## src/rtl/mrt_pkg.sv

```systemverilog
package mrt_pkg;

    typedef enum logic [3:0] {
        KIND_LOAD    = 4'd0,
        KIND_FETCH   = 4'd1,
        KIND_STORE   = 4'd2,
        KIND_RMW_RD  = 4'd3,
        KIND_RMW_WR  = 4'd4,
        KIND_LINK_LD = 4'd5,
        KIND_COND_ST = 4'd6,
        KIND_LOCK_RD = 4'd7,
        KIND_LOCK_WR = 4'd8
    } req_kind_e;

    typedef enum logic [1:0] {
        COH_LOAD   = 2'd0,
        COH_FETCH  = 2'd1,
        COH_EXCL   = 2'd2,
        COH_ATOMIC = 2'd3
    } coh_kind_e;

    typedef enum logic [1:0] {
        RSP_ISSUED  = 2'd0,
        RSP_ALIASED = 2'd1,
        RSP_FULL    = 2'd2,
        RSP_ILLEGAL = 2'd3
    } rsp_code_e;

    localparam logic [1:0] MODE_SUPER = 2'd1;

    // stall counter slots
    localparam int STALL_LD_ST = 0;
    localparam int STALL_ST_ST = 1;
    localparam int STALL_LD_LD = 2;
    localparam int STALL_ST_LD = 3;

    function automatic logic kind_known(input logic [3:0] k);
        return k <= 4'd8;
    endfunction

    function automatic logic kind_writes(input logic [3:0] k);
        return (k >= 4'd2) && (k <= 4'd8);
    endfunction

    // request counted as read-like when blocked by a write-class line
    function automatic logic kind_readlike(input logic [3:0] k);
        return (k == KIND_LOAD) || (k == KIND_FETCH) || (k == KIND_RMW_RD);
    endfunction

    // request counted as store-like when blocked by a read-class line
    function automatic logic kind_storelike(input logic [3:0] k);
        return (k == KIND_STORE) || (k == KIND_RMW_WR);
    endfunction

endpackage

```

## src/rtl/mrt_xlate.sv

```systemverilog
module mrt_xlate
    import mrt_pkg::*;
(
    input  logic [3:0] kind,
    input  logic [1:0] mode,
    output logic [1:0] coh,
    output logic       priv
);

    always_comb begin
        unique case (kind)
            KIND_LOAD:                  coh = COH_LOAD;
            KIND_FETCH:                 coh = COH_FETCH;
            KIND_LINK_LD, KIND_COND_ST: coh = COH_ATOMIC;
            default:                    coh = COH_EXCL;
        endcase
        // device accesses travel as user accesses
        priv = (mode == MODE_SUPER);
    end

endmodule

```

## src/rtl/mrt_cam.sv

```systemverilog
module mrt_cam #(
    parameter int          ENTRIES   = 4,
    parameter int          LINE_W    = 12,
    parameter int          TIME_W    = 16,
    parameter int unsigned AGE_LIMIT = 4096,
    parameter int          OCC_W     = $clog2(ENTRIES + 1)
) (
    input  logic              clk,
    input  logic              rst_n,
    input  logic [TIME_W-1:0] now,
    input  logic [LINE_W-1:0] look_line,
    output logic              look_hit,
    input  logic              ins_en,
    input  logic [LINE_W-1:0] ins_line,
    input  logic              rm_en,
    input  logic [LINE_W-1:0] rm_line,
    output logic              rm_hit,
    output logic [TIME_W-1:0] rm_stamp,
    output logic [OCC_W-1:0]  occ,
    output logic              aged
);

    localparam int IDX_W = (ENTRIES > 1) ? $clog2(ENTRIES) : 1;

    typedef struct packed {
        logic [ENTRIES-1:0]             vld;
        logic [ENTRIES-1:0][LINE_W-1:0] line;
        logic [ENTRIES-1:0][TIME_W-1:0] stamp;
    } cam_t;

    cam_t st_q, st_d;

    logic [ENTRIES-1:0] look_vec, rm_vec, old_vec;
    logic [IDX_W-1:0]   free_idx;
    logic               free_ok;

    for (genvar g = 0; g < ENTRIES; g++) begin : g_entry
        logic [TIME_W-1:0] age;
        assign age         = now - st_q.stamp[g];
        assign look_vec[g] = st_q.vld[g] && (st_q.line[g] == look_line);
        assign rm_vec[g]   = st_q.vld[g] && (st_q.line[g] == rm_line);
        assign old_vec[g]  = st_q.vld[g] && (age >= TIME_W'(AGE_LIMIT));
    end

    always_comb begin
        st_d     = st_q;
        free_idx = '0;
        free_ok  = 1'b0;
        rm_stamp = '0;
        occ      = '0;
        for (int i = 0; i < ENTRIES; i++) begin
            if (rm_vec[i]) rm_stamp = rm_stamp | st_q.stamp[i];
            occ = occ + OCC_W'(st_q.vld[i]);
        end
        for (int i = ENTRIES - 1; i >= 0; i--) begin
            if (!st_q.vld[i]) begin
                free_idx = IDX_W'(i);
                free_ok  = 1'b1;
            end
        end
        if (rm_en) st_d.vld = st_d.vld & ~rm_vec;
        if (ins_en && free_ok) begin
            st_d.vld[free_idx]   = 1'b1;
            st_d.line[free_idx]  = ins_line;
            st_d.stamp[free_idx] = now;
        end
    end

    always_ff @(posedge clk) begin
        if (!rst_n) st_q <= '0;
        else        st_q <= st_d;
    end

    assign look_hit = |look_vec;
    assign rm_hit   = |rm_vec;
    assign aged     = |old_vec;

    assert_unique_line_R2: assert property (@(posedge clk) disable iff (!rst_n)
        $onehot0(look_vec) && $onehot0(rm_vec));

    assert_insert_has_slot_R3: assert property (@(posedge clk) disable iff (!rst_n)
        ins_en |-> free_ok);

    assert_occ_bound_R4: assert property (@(posedge clk) disable iff (!rst_n)
        occ <= OCC_W'(ENTRIES));

endmodule

```

## src/rtl/outstanding_tracker.sv

```systemverilog
module outstanding_tracker
    import mrt_pkg::*;
#(
    parameter int ADDR_W       = 16,
    parameter int LINE_BYTES   = 16,
    parameter int MAX_OUT      = 4,
    parameter int TIME_W       = 16,
    parameter int DEADLOCK_CYC = 4096,
    parameter int CNT_W        = 16,
    localparam int OFF_W       = $clog2(LINE_BYTES),
    localparam int LINE_W      = ADDR_W - OFF_W,
    localparam int LEN_W       = OFF_W + 1,
    localparam int CNT_OUT_W   = $clog2(MAX_OUT + 1)
) (
    input  logic                 clk,
    input  logic                 rst_n,
    input  logic                 req_valid,
    input  logic [3:0]           req_kind,
    input  logic [ADDR_W-1:0]    req_addr,
    input  logic [LEN_W-1:0]     req_len,
    input  logic [1:0]           req_mode,
    output logic                 rsp_valid,
    output logic [1:0]           rsp_code,
    output logic                 fwd_valid,
    output logic [LINE_W-1:0]    fwd_line,
    output logic [1:0]           fwd_coh,
    output logic                 fwd_priv,
    input  logic                 cpl_valid,
    input  logic                 cpl_is_write,
    input  logic [LINE_W-1:0]    cpl_line,
    output logic                 done_valid,
    output logic                 done_is_write,
    output logic [LINE_W-1:0]    done_line,
    output logic [TIME_W-1:0]    done_latency,
    output logic                 done_lat_valid,
    output logic                 cpl_miss,
    output logic                 deadlock,
    output logic [CNT_OUT_W-1:0] outstanding,
    output logic [CNT_W-1:0]     stall_ld_behind_st,
    output logic [CNT_W-1:0]     stall_st_behind_st,
    output logic [CNT_W-1:0]     stall_ld_behind_ld,
    output logic [CNT_W-1:0]     stall_st_behind_ld
);

    localparam int SPAN_W = LEN_W + 1;

    typedef struct packed {
        logic                      rsp_vld;
        logic [1:0]                rsp_code;
        logic                      fwd_vld;
        logic [LINE_W-1:0]         fwd_line;
        logic [1:0]                fwd_coh;
        logic                      fwd_priv;
        logic                      done_vld;
        logic                      done_wr;
        logic [LINE_W-1:0]         done_line;
        logic [TIME_W-1:0]         done_lat;
        logic                      lat_vld;
        logic                      cpl_miss;
        logic                      deadlock;
        logic [TIME_W-1:0]         now;
        logic [CNT_OUT_W-1:0]      count;
        logic [3:0][CNT_W-1:0]     stall;
    } trk_t;

    trk_t trk_q, trk_d;

    // table 0 holds read-class lines, table 1 write-class lines
    logic [1:0]             tab_look_hit, tab_ins, tab_rm, tab_rm_hit, tab_aged;
    logic [1:0][TIME_W-1:0] tab_stamp;
    logic [1:0][CNT_OUT_W-1:0] tab_occ;

    logic [LINE_W-1:0] req_line;
    logic [OFF_W-1:0]  req_off;
    logic [SPAN_W-1:0] req_span;
    logic              req_wr, req_bad, accept, retire;
    logic [1:0]        code_c, xl_coh;
    logic              xl_priv;
    logic [TIME_W-1:0] hit_stamp;

    assign req_line = req_addr[ADDR_W-1:OFF_W];
    assign req_off  = req_addr[OFF_W-1:0];
    assign req_span = SPAN_W'(req_off) + SPAN_W'(req_len);
    assign req_wr   = kind_writes(req_kind);
    assign req_bad  = !kind_known(req_kind) || (req_span > SPAN_W'(LINE_BYTES));

    mrt_xlate u_xlate (
        .kind (req_kind),
        .mode (req_mode),
        .coh  (xl_coh),
        .priv (xl_priv)
    );

    for (genvar t = 0; t < 2; t++) begin : g_tab
        assign tab_ins[t] = accept && (req_wr == (t == 1));
        assign tab_rm[t]  = cpl_valid && (cpl_is_write == (t == 1));
        mrt_cam #(
            .ENTRIES   (MAX_OUT),
            .LINE_W    (LINE_W),
            .TIME_W    (TIME_W),
            .AGE_LIMIT (DEADLOCK_CYC),
            .OCC_W     (CNT_OUT_W)
        ) u_cam (
            .clk       (clk),
            .rst_n     (rst_n),
            .now       (trk_q.now),
            .look_line (req_line),
            .look_hit  (tab_look_hit[t]),
            .ins_en    (tab_ins[t]),
            .ins_line  (req_line),
            .rm_en     (tab_rm[t]),
            .rm_line   (cpl_line),
            .rm_hit    (tab_rm_hit[t]),
            .rm_stamp  (tab_stamp[t]),
            .occ       (tab_occ[t]),
            .aged      (tab_aged[t])
        );
    end

    always_comb begin
        if (req_bad)                               code_c = RSP_ILLEGAL;
        else if (|tab_look_hit)                    code_c = RSP_ALIASED;
        else if (trk_q.count >= CNT_OUT_W'(MAX_OUT)) code_c = RSP_FULL;
        else                                       code_c = RSP_ISSUED;

        accept    = req_valid && (code_c == RSP_ISSUED);
        retire    = cpl_valid && tab_rm_hit[cpl_is_write];
        hit_stamp = tab_stamp[cpl_is_write];

        trk_d           = trk_q;
        trk_d.now       = trk_q.now + 1'b1;
        trk_d.rsp_vld   = req_valid;
        trk_d.rsp_code  = req_valid ? code_c : 2'd0;
        trk_d.fwd_vld   = accept;
        trk_d.fwd_line  = accept ? req_line : '0;
        trk_d.fwd_coh   = accept ? xl_coh : 2'd0;
        trk_d.fwd_priv  = accept && xl_priv;
        trk_d.done_vld  = retire;
        trk_d.done_wr   = retire && cpl_is_write;
        trk_d.done_line = retire ? cpl_line : '0;
        trk_d.done_lat  = retire ? (trk_q.now - hit_stamp) : '0;
        trk_d.lat_vld   = retire && (trk_q.now != hit_stamp);
        trk_d.cpl_miss  = cpl_valid && !retire;
        trk_d.deadlock  = trk_q.deadlock || (|tab_aged);
        trk_d.count     = trk_q.count + CNT_OUT_W'(accept) - CNT_OUT_W'(retire);

        if (req_valid && (code_c == RSP_ALIASED)) begin
            if (tab_look_hit[1]) begin
                if (kind_readlike(req_kind)) begin
                    if (trk_q.stall[STALL_LD_ST] != '1)
                        trk_d.stall[STALL_LD_ST] = trk_q.stall[STALL_LD_ST] + 1'b1;
                end else if (trk_q.stall[STALL_ST_ST] != '1) begin
                    trk_d.stall[STALL_ST_ST] = trk_q.stall[STALL_ST_ST] + 1'b1;
                end
            end else begin
                if (kind_storelike(req_kind)) begin
                    if (trk_q.stall[STALL_ST_LD] != '1)
                        trk_d.stall[STALL_ST_LD] = trk_q.stall[STALL_ST_LD] + 1'b1;
                end else if (trk_q.stall[STALL_LD_LD] != '1) begin
                    trk_d.stall[STALL_LD_LD] = trk_q.stall[STALL_LD_LD] + 1'b1;
                end
            end
        end
    end

    always_ff @(posedge clk) begin
        if (!rst_n) trk_q <= '0;
        else        trk_q <= trk_d;
    end

    assign rsp_valid          = trk_q.rsp_vld;
    assign rsp_code           = trk_q.rsp_code;
    assign fwd_valid          = trk_q.fwd_vld;
    assign fwd_line           = trk_q.fwd_line;
    assign fwd_coh            = trk_q.fwd_coh;
    assign fwd_priv           = trk_q.fwd_priv;
    assign done_valid         = trk_q.done_vld;
    assign done_is_write      = trk_q.done_wr;
    assign done_line          = trk_q.done_line;
    assign done_latency       = trk_q.done_lat;
    assign done_lat_valid     = trk_q.lat_vld;
    assign cpl_miss           = trk_q.cpl_miss;
    assign deadlock           = trk_q.deadlock;
    assign outstanding        = trk_q.count;
    assign stall_ld_behind_st = trk_q.stall[STALL_LD_ST];
    assign stall_st_behind_st = trk_q.stall[STALL_ST_ST];
    assign stall_ld_behind_ld = trk_q.stall[STALL_LD_LD];
    assign stall_st_behind_ld = trk_q.stall[STALL_ST_LD];

    assert_count_matches_tables_R4: assert property (@(posedge clk) disable iff (!rst_n)
        trk_q.count == tab_occ[0] + tab_occ[1]);

    assert_count_ceiling_R3: assert property (@(posedge clk) disable iff (!rst_n)
        trk_q.count <= CNT_OUT_W'(MAX_OUT));

    assert_deadlock_sticky_R9: assert property (@(posedge clk) disable iff (!rst_n)
        trk_q.deadlock |=> trk_q.deadlock);

    assert_lat_needs_retire_R7: assert property (@(posedge clk) disable iff (!rst_n)
        done_lat_valid |-> done_valid);

    assert_miss_excludes_done_R8: assert property (@(posedge clk) disable iff (!rst_n)
        !(cpl_miss && done_valid));

    assert_stall_monotonic_R10: assert property (@(posedge clk) disable iff (!rst_n)
        1'b1 |=> (stall_ld_behind_st >= $past(stall_ld_behind_st)) &&
                 (stall_st_behind_st >= $past(stall_st_behind_st)) &&
                 (stall_ld_behind_ld >= $past(stall_ld_behind_ld)) &&
                 (stall_st_behind_ld >= $past(stall_st_behind_ld)));

endmodule

```

## config.mk

```make
export PLATFORM = sky130hd
export DESIGN_NAME = outstanding_tracker
export DESIGN_NICKNAME = d
export VERILOG_FILES = /design/src/rtl/mrt_pkg.sv /design/src/rtl/mrt_xlate.sv /design/src/rtl/mrt_cam.sv /design/src/rtl/outstanding_tracker.sv
export SDC_FILE = /design/constraint.sdc
export NUM_CORES = 1
export LEC_CHECK = 0
export CAP_MARGIN = 20
export CORE_MARGIN = 1.5
export CORE_UTILIZATION = 55
export CTS_BUF_LIST = sky130_fd_sc_hd__clkbuf_8
export DETAILED_ROUTE_END_ITERATION = 8
export HOLD_SLACK_MARGIN = 0.02
export PLACE_DENSITY_LB_ADDON = 0.05
export SYNTH_ARGS = -nofsm -noshare
export SYNTH_HDL_FRONTEND = slang
export SYNTH_SLANG_ARGS = --single-unit
```

## constraint.sdc

```tcl
create_clock -name clk -period 14.6 [get_ports clk]
set_input_delay 3.65 -clock clk [delete_from_list [all_inputs] [get_ports clk]]
set_output_delay 3.65 -clock clk [all_outputs]
set_load 0.005 [all_outputs]
```

==> results of run 1 <==
-- final cells by class --
class / instances / area, um^2 / share of cell area, %
multi-input combinational: 1819 / 13100 / 52.6
sequential: 367 / 7350 / 29.5
timing repair buffer: 196 / 1910 / 7.67
clock buffer: 81 / 1110 / 4.47
tap: 518 / 648 / 2.60
inverter: 152 / 571 / 2.29
clock inverter: 35 / 220 / 0.883
-- cells in the mapped netlist, types with 66 or more instances --
cell type                  number  share of area (%)
sky130_fd_sc_hd__xnor2_1      197                8.0
sky130_fd_sc_hd__ha_1         147                8.5
sky130_fd_sc_hd__and2_1        71                2.1
sky130_fd_sc_hd__o21ai_0       86                2.0
sky130_fd_sc_hd__inv_1        152                2.6
sky130_fd_sc_hd__nor2_1        66                1.1
sky130_fd_sc_hd__clkbuf_1      95                1.6
sky130_fd_sc_hd__xor2_1        76                3.1
sky130_fd_sc_hd__nand3_1      102                2.4
sky130_fd_sc_hd__dfxtp_1      367                 34
sky130_fd_sc_hd__mux2i_1      203                9.4
sky130_fd_sc_hd__a21oi_1       69                1.6
sky130_fd_sc_hd__nor2b_1      164                4.7
sky130_fd_sc_hd__nand2_1      247                4.3
-- per-stage QoR --
step	setup slack, ps	cell area (um^2)	hold WS (ps)	instances	utilization (%)
final	6190	24900	477	3168	64.4
after global routing	5760	24900	495	3168	64.4
after CTS	6370	24900	478	3165	64.2
after detailed placement	5710	23600	471	3049	60.8
after global placement	5810	23600	462	3049	60.8
after floorplan	7050	21600	447	2485	-
-- cell usage in the layout (no fill, tap or decap), types with 5 or more instances in the layout --
cell type / instances
sky130_fd_sc_hd__clkbuf_8: 81
sky130_fd_sc_hd__nand2b_1: 15
sky130_fd_sc_hd__nand2_1: 247
sky130_fd_sc_hd__nand3_1: 99
sky130_fd_sc_hd__a2111oi_0: 5
sky130_fd_sc_hd__or3_1: 23
sky130_fd_sc_hd__clkinv_2: 7
sky130_fd_sc_hd__xnor2_1: 197
sky130_fd_sc_hd__clkinvlp_4: 6
sky130_fd_sc_hd__a21boi_0: 20
sky130_fd_sc_hd__ha_1: 147
sky130_fd_sc_hd__dfxtp_1: 367
sky130_fd_sc_hd__and4_1: 5
sky130_fd_sc_hd__a31oi_1: 8
sky130_fd_sc_hd__nor2b_1: 162
sky130_fd_sc_hd__o21ai_0: 86
sky130_fd_sc_hd__a21oi_1: 69
sky130_fd_sc_hd__o31ai_1: 9
sky130_fd_sc_hd__nand3b_1: 5
sky130_fd_sc_hd__a222oi_1: 31
sky130_fd_sc_hd__clkdlybuf4s50_1: 161
sky130_fd_sc_hd__inv_1: 171
sky130_fd_sc_hd__a21o_1: 15
sky130_fd_sc_hd__nor2_1: 66
sky130_fd_sc_hd__or2_2: 5
sky130_fd_sc_hd__o211a_1: 6
sky130_fd_sc_hd__xor2_1: 76
sky130_fd_sc_hd__o211ai_1: 11
sky130_fd_sc_hd__nor3_1: 44
sky130_fd_sc_hd__and3_1: 26
sky130_fd_sc_hd__or4_1: 6
sky130_fd_sc_hd__and2_1: 71
sky130_fd_sc_hd__nor4_1: 34
sky130_fd_sc_hd__nand4_1: 50
sky130_fd_sc_hd__mux2i_1: 203
sky130_fd_sc_hd__buf_4: 32
sky130_fd_sc_hd__o21a_1: 7
-- cells by family after synthesis --
kind of cell               Yosys count  share of synthesized area, %
AOI/OAI and AO/OA                  308                          9.56
buffers and inverters              299                          5.56
muxes                              205                          9.52
and+or+nand+nor                    882                          21.5
DFF                                367                          34.0
xor gates and xnor gates           273                          11.1
adders and majority gates          151                          8.84
-- where the power goes --
part           leakage (nW)  switching [mW]  total [mW]  internal (mW)
clock                 0.745           0.445       0.983          0.538
combinational          6.59           0.116       0.206         0.0902
sequential             2.96         0.00958        1.02           1.01
total                  10.3           0.570        2.21           1.64
-- worst max path at each step --
stage                     start               end
finish              cpl_line[6]  done_latency[14]
global route        cpl_line[6]  done_latency[14]
global placement    cpl_line[6]  done_latency[14]
detailed placement  cpl_line[6]  done_latency[14]
floorplan           req_addr[0]    outstanding[2]
CTS                 cpl_line[6]  done_latency[14]
-- routing by layer --
metal | vias up | part of all wire [%] | wire length, um
met5 | - | 0 | 0
met4 | 0 | 2.5 | 1430
met2 | 505 | 45 | 26000
met1 | 8540 | 45 | 26300
li1 | 8795 | - | -
met3 | 110 | 7.2 | 4190
-- worst register-to-register path: cells and delay by family (launching register included) --
| kind | cells | cell delay, ps |
|---|---|---|
| compound gates | 8 | 1900 |
| simple gates | 5 | 1610 |
| fa+ha+maj | 2 | 400 |
| flops | 1 | 360 |
| xor+xnor | 2 | 330 |
==> qor.yml, run 1 <==
outcome:
  result_of_the_run: "complete, no violations"
clock_tree:
  clk-insertion-delay-late_ps: 650
  ctsHtreeMaxLevel: 3
  tritoncts_clock_tree: "built"
  cts.reportedPaths.clkPinSlew_ps: 50
  clk_root_buffer_cell: "sky130_fd_sc_hd__clkbuf_8"
  clock_tree.buffer_depth: 3
  ctsHoldBuffers: 0
  post-cts-setup-buffers: 0
  cts.repair.resized: 0
  cts.sink_count: 367
  tritoncts.num_buffers: 68
grt:
  grtUsageMet2_pct: 45.7
  overflow: 0
  initial_antenna_violation_count: 0
  globalRoute.busiestLayer: "met2"
  largest_net_degree_at_the_start_of_global_routing: 123
  grt_first_pass_wirelength_mm: 93.0
  global_route.usage.met3_pct: 6.27
  grt_use_total_pct: 28.5
  gr-usage-met1_pct: 38.3
  grt_pass1_vias: 17500
worst_setup_path:
  r2r_end: "done_latency[14]"
  critical_path_buf_inv_count: 1
  path_cells: "clkdlybuf4s50_1 > xor2_1 > nor4_1 > and4_1 > a222oi_1 > and3_1 > a21oi_1 > ha_1 > fa_1 > nor2b_1 > o21ai_0 > a21boi_0 > o21ai_0 > a211oi_1 > a211oi_1 > o21ai_0 > xnor2_1 > nor2_1"
  crit_path_top_delay_cell: "sky130_fd_sc_hd__clkdlybuf4s50_1"
  critical_path_required_ps: 15100
  critical-path-max-stage-delay_ps: 870
  number_of_cells_on_the_critical_path: 18
  critical-path-top-cell-by-count: "sky130_fd_sc_hd__o21ai_0"
  arrival_ps: 8910
  critical_path.max_fanout: 17
  setup.worst_path.class: "input port to flop"
  reg2reg_slack_ps: 9870
  worst-r2r-cell-count: 17
  critical_path.startpoint_type: "input port"
  cp-end-kind: "flop"
  cpLargestDelayFamily: "compound AO/OA/AOI/OAI gates"
floorplan:
  core-area_um2: 38700
  starting_density_pct: 55.8
  die_area_um2: 40500
  floorplan.die.height_um: 201
  io-pin-count: 163
  die_width_um: 201
  rows: 72
sta:
  finalSetupTns_ps: 0
  clock-skew-final_ps: 22.3
  min_period_ps: 8410
  timing_hold_violations_final: 0
  maxSlewViolCount: 0
  timing.max_slew.rel_slack_pct: 29.4
  period_share_pct: 57.6
  final-setup-viol-count: 0
  grt_setup_unrepaired: "false"
  fmaxAchievable_ghz: 0.119
  slew_of_the_pin_with_the_lowest_slew_margin_ps: 1060
route:
  drt_iter0_markers: 1199
  route.detailed.vias_per_inst: 5.67
  routed_wire_length_per_instance_um: 18.3
  route.final.wire_length_mm: 58.0
  via_count: 18000
  pre_repair_dr_iteration_count: 7
  drtAntennaViolNets: 0
  post-route-drc-count: 0
placement:
  buffer_ports.inserted: 162
  final_wtd_congestion: 0.901
  detailedPlacementHpwl_mm: 39.9
synth:
  synth-async-reset-ratio_pct: 0
  postSynthCellCount: 2485
  postSynth.topFlopCell: "sky130_fd_sc_hd__dfxtp_1"
  synth-edff-count: 0
  synth-warning-count: 0
  synth.distinct_cells: 71
  synth-seq-cells: 367
  seq_area_frac_synth_pct: 34.0
  syn-mean-instance-area_um2: 8.70
  synthesis.area_um2: 21600
  postSynthNetCount: 2679
layout:
  layout_area_overhead_pct: 15.4
  antenna_cells_inserted: 0
  count_of_filler_cells_inserted_in_the_layout: 3398
  layout-drive-gt1-share_pct: 6.00
  final_nets: 2798
pwr:
  design_power_total_mw: 2.21
  leakage_nw: 10.3
  worst_vdd_drop_uv: 69.8
  power.density_nw_per_um2: 88.6
run:
  max_cap_violations: 0
hold_path:
  worstHoldPathType: "flop to flop"
  hold_path_cell_cnt: 2
Power figures use the tool's default switching activity.
==> run 2: changes to the inputs <==
==> constraint.sdc (replaced) <==
create_clock -name clk -period 8.05 [get_ports clk]
set_input_delay 2.0125 -clock clk [delete_from_list [all_inputs] [get_ports clk]]
set_output_delay 2.0125 -clock clk [all_outputs]
set_load 0.005 [all_outputs]
==> run 2 against run 1 <==
Wire length is 0.34% higher. Non-clock buffer count is 6 higher. Sequential share of layout area is 0.099 points lower. Highest routed layer unchanged.
==> qor.yml, run 2 (synthesis results as in run 1) <==
outcome:
  result_of_the_run: "complete, no violations"
clock_tree:
  ctsHoldBuffers: 0
  cts.sink_count: 367
  cts.repair.resized: 0
  clk_root_buffer_cell: "sky130_fd_sc_hd__clkbuf_8"
  tritoncts.num_buffers: 68
  tritoncts_clock_tree: "built"
  ctsHtreeMaxLevel: 3
  clk-insertion-delay-late_ps: 640
  post-cts-setup-buffers: 0
  clock_tree.buffer_depth: 3
  cts.reportedPaths.clkPinSlew_ps: 50
sta:
  fmaxAchievable_ghz: 0.163
  final-setup-viol-count: 0
  timing_hold_violations_final: 0
  slew_of_the_pin_with_the_lowest_slew_margin_ps: 1090
  finalSetupTns_ps: 0
  maxSlewViolCount: 0
  period_share_pct: 76.0
  min_period_ps: 6120
  grt_setup_unrepaired: "false"
  fin_worst_hold_slack_ps: 480
  timing.max_slew.rel_slack_pct: 27.4
  clock-skew-final_ps: 33.7
  setup_ws_ps: 1930
layout:
  final_nets: 2804
  layout_common_cells: "367 x sky130_fd_sc_hd__dfxtp_1, 247 x sky130_fd_sc_hd__nand2_1, 203 x sky130_fd_sc_hd__mux2i_1, 197 x sky130_fd_sc_hd__xnor2_1, 174 x sky130_fd_sc_hd__inv_1"
  leading_cell_type_in_the_layout_fill_and_taps_excluded: "sky130_fd_sc_hd__dfxtp_1"
  layout-drive-gt1-share_pct: 6.28
  fin_area_um2: 25000
  fin_cells: 3179
  antenna_cells_inserted: 0
  layout.core_utilization_pct: 64.6
  layout_area_overhead_pct: 15.8
  count_of_filler_cells_inserted_in_the_layout: 3363
grt:
  overflow: 0
  initial_antenna_violation_count: 0
  grt_first_pass_wirelength_mm: 93.0
  largest_net_degree_at_the_start_of_global_routing: 270
  grt_pass1_vias: 17700
  grt_use_total_pct: 28.5
floorplan:
  die_area_um2: 40500
  core-area_um2: 38700
  floorplan.die.height_um: 201
  rows: 72
  die_width_um: 201
  io-pin-count: 163
  starting_density_pct: 55.8
placement:
  buffer_ports.inserted: 162
  count_of_placed_standard_cells_including_taps: 3056
  dpl_cell_area_um2: 23600
  detailedPlacementHpwl_mm: 40.2
  final_wtd_congestion: 0.898
  pre_cts_slack_ps: 1300
route:
  route.final.wire_length_mm: 58.2
  pre_repair_dr_iteration_count: 5
  via_count: 18100
  routed_wire_length_per_instance_um: 18.3
  drt_iter0_markers: 1103
  drtAntennaViolNets: 0
  post-route-drc-count: 0
  route.detailed.vias_per_inst: 5.68
worst_setup_path:
  critical_path.max_fanout: 18
  reg2reg_slack_ps: 3680
  critical_path_required_ps: 8570
  r2r_end: "done_latency[15]"
  worst-r2r-cell-count: 17
  setup.worst_path.class: "input port to flop"
  cp-end-kind: "flop"
  critical_path.startpoint_type: "input port"
  arrival_ps: 6640
run:
  max_cap_violations: 0
pwr:
  leakage_nw: 10.4
  design_power_total_mw: 4.03
  power.density_nw_per_um2: 161
  worst_vdd_drop_uv: 123
hold_path:
  hold_path_cell_cnt: 2
  worstHoldPathType: "flop to flop"
[run 2: cell count changes in the layout (fill, tap and decap cells not counted)]
cell                         change
sky130_fd_sc_hd__clkinv_2        -3
sky130_fd_sc_hd__clkinvlp_4      -1
sky130_fd_sc_hd__buf_4           +6
sky130_fd_sc_hd__bufinv_16       -2
sky130_fd_sc_hd__inv_1           +3
sky130_fd_sc_hd__clkbuf_8        +8
[run 2: layout make-up]
type                       instances  area [um^2]  share of cell area [%]
clock buffer                      89         1220                    4.89
timing repair buffer             202         1960                    7.83
clock inverter                    32          149                   0.595
multi-input combinational       1819        13100                    52.5
sequential                       367         7350                    29.4
inverter                         152          571                    2.28
tap                              518          648                    2.59
[run 2: worst max path at each step]
stage / from / to / slack, ps
3_3_place_gp: cpl_line[1] / done_latency[14] / 1380
3_5_place_dp: cpl_line[2] / done_latency[14] / 1300
4_1_cts: cpl_line[2] / done_latency[14] / 1960
5_1_grt: cpl_line[2] / done_latency[14] / 1580
6_report: cpl_line[2] / done_latency[14] / 1930
2_1_floorplan: req_addr[0] / outstanding[2] / 2140
[run 2: layer usage]
layer  vias up  routed length, um  global-route usage [%]
li1       8797                  -                       -
met1      8662              26800                    38.1
met2       507              26400                    46.4
met3        96               3760                    5.91
met4         0               1240                    8.53
met5         -                  0                       0
[run 2: where the power goes]
part | leakage, nW | switching (mW) | total, mW | internal (mW)
combinational | 6.62 | 0.209 | 0.374 | 0.165
clock | 0.778 | 0.816 | 1.80 | 0.989
sequential | 2.96 | 0.0182 | 1.85 | 1.83
total | 10.4 | 1.04 | 4.03 | 2.99
[run 2: critical path, stage by stage]
cell	delay [ps]
sky130_fd_sc_hd__clkdlybuf4s50_1	780
sky130_fd_sc_hd__xor2_1	300
sky130_fd_sc_hd__nor4_1	400
sky130_fd_sc_hd__nand4_1	160
sky130_fd_sc_hd__nor4_2	260
sky130_fd_sc_hd__buf_4	280
sky130_fd_sc_hd__nand2_1	70
sky130_fd_sc_hd__and3_1	170
sky130_fd_sc_hd__a21oi_1	200
sky130_fd_sc_hd__ha_1	210
sky130_fd_sc_hd__fa_1	180
sky130_fd_sc_hd__nor2b_1	60
sky130_fd_sc_hd__o21ai_0	190
sky130_fd_sc_hd__a21boi_0	150
sky130_fd_sc_hd__o21ai_0	350
sky130_fd_sc_hd__a211oi_1	140
sky130_fd_sc_hd__a211oi_1	330
sky130_fd_sc_hd__o21ai_0	180
sky130_fd_sc_hd__xnor2_1	150
sky130_fd_sc_hd__nor2_1	50
==> run 3: changes to the inputs <==
==> constraint.sdc (replaced) <==
create_clock -name clk -period 6.1 [get_ports clk]
set_input_delay 1.525 -clock clk [delete_from_list [all_inputs] [get_ports clk]]
set_output_delay 1.525 -clock clk [all_outputs]
set_load 0.005 [all_outputs]
==> run 3 against run 2 <==
Utilization grew 0.63 points. Final cell count grew 1.1%. Worst setup slack got worse by 1400 ps. Sequential share of layout area decreased by 0.28 points. Sequential cell count unchanged. Register-to-register slack got worse by 1700 ps. First-iteration DRC count increased by 26%.
==> qor.yml, run 3 (synthesis results as in run 1) <==
outcome:
  result_of_the_run: "complete, no violations"
worst_setup_path:
  reg2reg_slack_ps: 2000
  setup.worst_path.class: "input port to flop"
  critical_path.max_fanout: 8
  critical_path_buf_inv_count: 2
  path_cells: "clkdlybuf4s50_1 > buf_4 > xnor2_1 > nand4_1 > nor3_1 > and2_1 > a222oi_1 > a21oi_1 > ha_1 > fa_1 > nor2b_1 > o21ai_0 > a21boi_0 > o21ai_0 > a211oi_1 > a211oi_1 > o21ai_0 > xnor2_1 > nor2_1"
  crit_path_top_delay_cell: "sky130_fd_sc_hd__clkdlybuf4s50_1"
  r2r_end: "done_latency[14]"
  critical-path-top-cell-by-count: "sky130_fd_sc_hd__o21ai_0"
  critical-path-max-stage-delay_ps: 770
  critical_path.startpoint_type: "input port"
  cpLargestDelayFamily: "compound AO/OA/AOI/OAI gates"
  cp-end-kind: "flop"
  worst-r2r-cell-count: 17
  critical_path_required_ps: 6590
  arrival_ps: 6010
clock_tree:
  cts.repair.resized: 0
  clock_tree.buffer_depth: 3
  clk-insertion-delay-late_ps: 630
  post-cts-setup-buffers: 0
  tritoncts_clock_tree: "built"
  ctsHoldBuffers: 0
  cts.reportedPaths.clkPinSlew_ps: 50
  clk_root_buffer_cell: "sky130_fd_sc_hd__clkbuf_8"
  tritoncts.num_buffers: 68
  ctsHtreeMaxLevel: 3
  cts.sink_count: 367
grt:
  overflow: 0
  grt_pass1_vias: 17900
  grt_use_total_pct: 29.4
  grt_first_pass_wirelength_mm: 95.6
  largest_net_degree_at_the_start_of_global_routing: 139
  initial_antenna_violation_count: 0
sta:
  min_period_ps: 5520
  fmaxAchievable_ghz: 0.181
  clock-skew-final_ps: 28.9
  grt_setup_unrepaired: "false"
  finalSetupTns_ps: 0
  period_share_pct: 90.6
  maxSlewViolCount: 0
  slew_of_the_pin_with_the_lowest_slew_margin_ps: 1150
  timing.max_slew.rel_slack_pct: 22.3
  final-setup-viol-count: 0
  timing_hold_violations_final: 0
route:
  drtAntennaViolNets: 0
  routed_wire_length_per_instance_um: 18.6
  pre_repair_dr_iteration_count: 9
  post-route-drc-count: 0
  route.final.wire_length_mm: 59.7
  route.detailed.vias_per_inst: 5.63
  drt_iter0_markers: 1387
  via_count: 18100
layout:
  count_of_filler_cells_inserted_in_the_layout: 3379
  final_nets: 2843
  layout_area_overhead_pct: 16.9
  seq_area_um2: 7350
  layout.core_utilization_pct: 65.2
  antenna_cells_inserted: 0
  layout_common_cells: "367 x sky130_fd_sc_hd__dfxtp_1, 247 x sky130_fd_sc_hd__nand2_1, 203 x sky130_fd_sc_hd__mux2i_1, 197 x sky130_fd_sc_hd__xnor2_1, 176 x sky130_fd_sc_hd__inv_1"
  layout-drive-gt1-share_pct: 7.45
  multi_input_area_um2: 13100
  leading_cell_type_in_the_layout_fill_and_taps_excluded: "sky130_fd_sc_hd__dfxtp_1"
pwr:
  power.share.sequential_pct: 46.5
  p_sw_mw: 1.36
  p_int_mw: 3.90
  power_switching_share_pct: 25.8
  design_power_total_mw: 5.26
  clock_power_share_pct: 43.8
  leakage_nw: 10.5
  combinationalPowerShare_pct: 9.6
  power.density_nw_per_um2: 208
  worst_vdd_drop_uv: 162
floorplan:
  starting_density_pct: 55.8
  io-pin-count: 163
  floorplan.die.height_um: 201
  die_area_um2: 40500
  die_width_um: 201
  core-area_um2: 38700
  rows: 72
placement:
  detailedPlacementHpwl_mm: 42.4
  final_wtd_congestion: 0.932
  buffer_ports.inserted: 162
run:
  max_cap_violations: 0
hold_path:
  worstHoldPathType: "flop to flop"
  hold_path_cell_cnt: 2
==> run 3: cell count changes in the layout (fill, tap and decap cells not counted) <==
cell                         previous run  this run
sky130_fd_sc_hd__buf_4                 38        76
sky130_fd_sc_hd__clkbuf_8              89        85
sky130_fd_sc_hd__buf_12                 1         3
sky130_fd_sc_hd__clkinvlp_4             5         3
sky130_fd_sc_hd__inv_1                174       176
sky130_fd_sc_hd__buf_16                 1         0
sky130_fd_sc_hd__inv_6                  1         2
==> run 3: metrics by stage <==
stage	setup WS, ps	hold slack (ps)	std cells	area [um^2]
global placement	223	462	3096	23900
CTS	690	479	3214	25300
finish	576	477	3215	25300
floorplan	676	447	2485	21600
detailed placement	104	470	3096	23900
global route	242	499	3215	25300
==> run 3: layout make-up <==
type	instances	share of cell area [%]
inverter	152	2.26
multi-input combinational	1819	51.9
tap	518	2.56
timing repair buffer	241	8.93
clock inverter	33	0.594
sequential	367	29.1
clock buffer	85	4.63
==> run 3: worst max path at each step <==
| stage | cells after the start | slack [ps] | end | from |
|---|---|---|---|---|
| after global placement | 21 | 220 | done_latency[10] | cpl_line[11] |
| after global routing | 19 | 240 | done_latency[14] | cpl_line[4] |
| after CTS | 20 | 690 | done_latency[10] | cpl_line[4] |
| after floorplan | 19 | 680 | outstanding[2] | req_addr[0] |
| after detailed placement | 21 | 100 | done_latency[10] | cpl_line[11] |
| final | 19 | 580 | done_latency[14] | cpl_line[4] |
==> run 3: tightest hold or removal path, stage by stage, from the launching register on <==
cell                      delay [ps]
sky130_fd_sc_hd__dfxtp_1         320
sky130_fd_sc_hd__nand2_1          50
sky130_fd_sc_hd__o21ai_0          60
==> run 3: power groups by stage <==
stage	sequential, mW	combinational [mW]	clock, mW
2_1_floorplan	2.49	0.329	0
3_3_place_gp	2.50	0.496	0
3_5_place_dp	2.50	0.503	0
4_1_cts	2.45	0.506	2.36
5_1_grt	2.45	0.552	2.48
6_report	2.45	0.507	2.31
==> run 3: layer usage <==
layer / global-route usage, % / up-vias / wire length [um]
met2: 47.4 / 528 / 26800
met3: 6.27 / 106 / 4100
met1: 39.1 / 8618 / 27200
li1: - / 8860 / -
met4: 9.65 / 0 / 1570
met5: 0 / - / 0
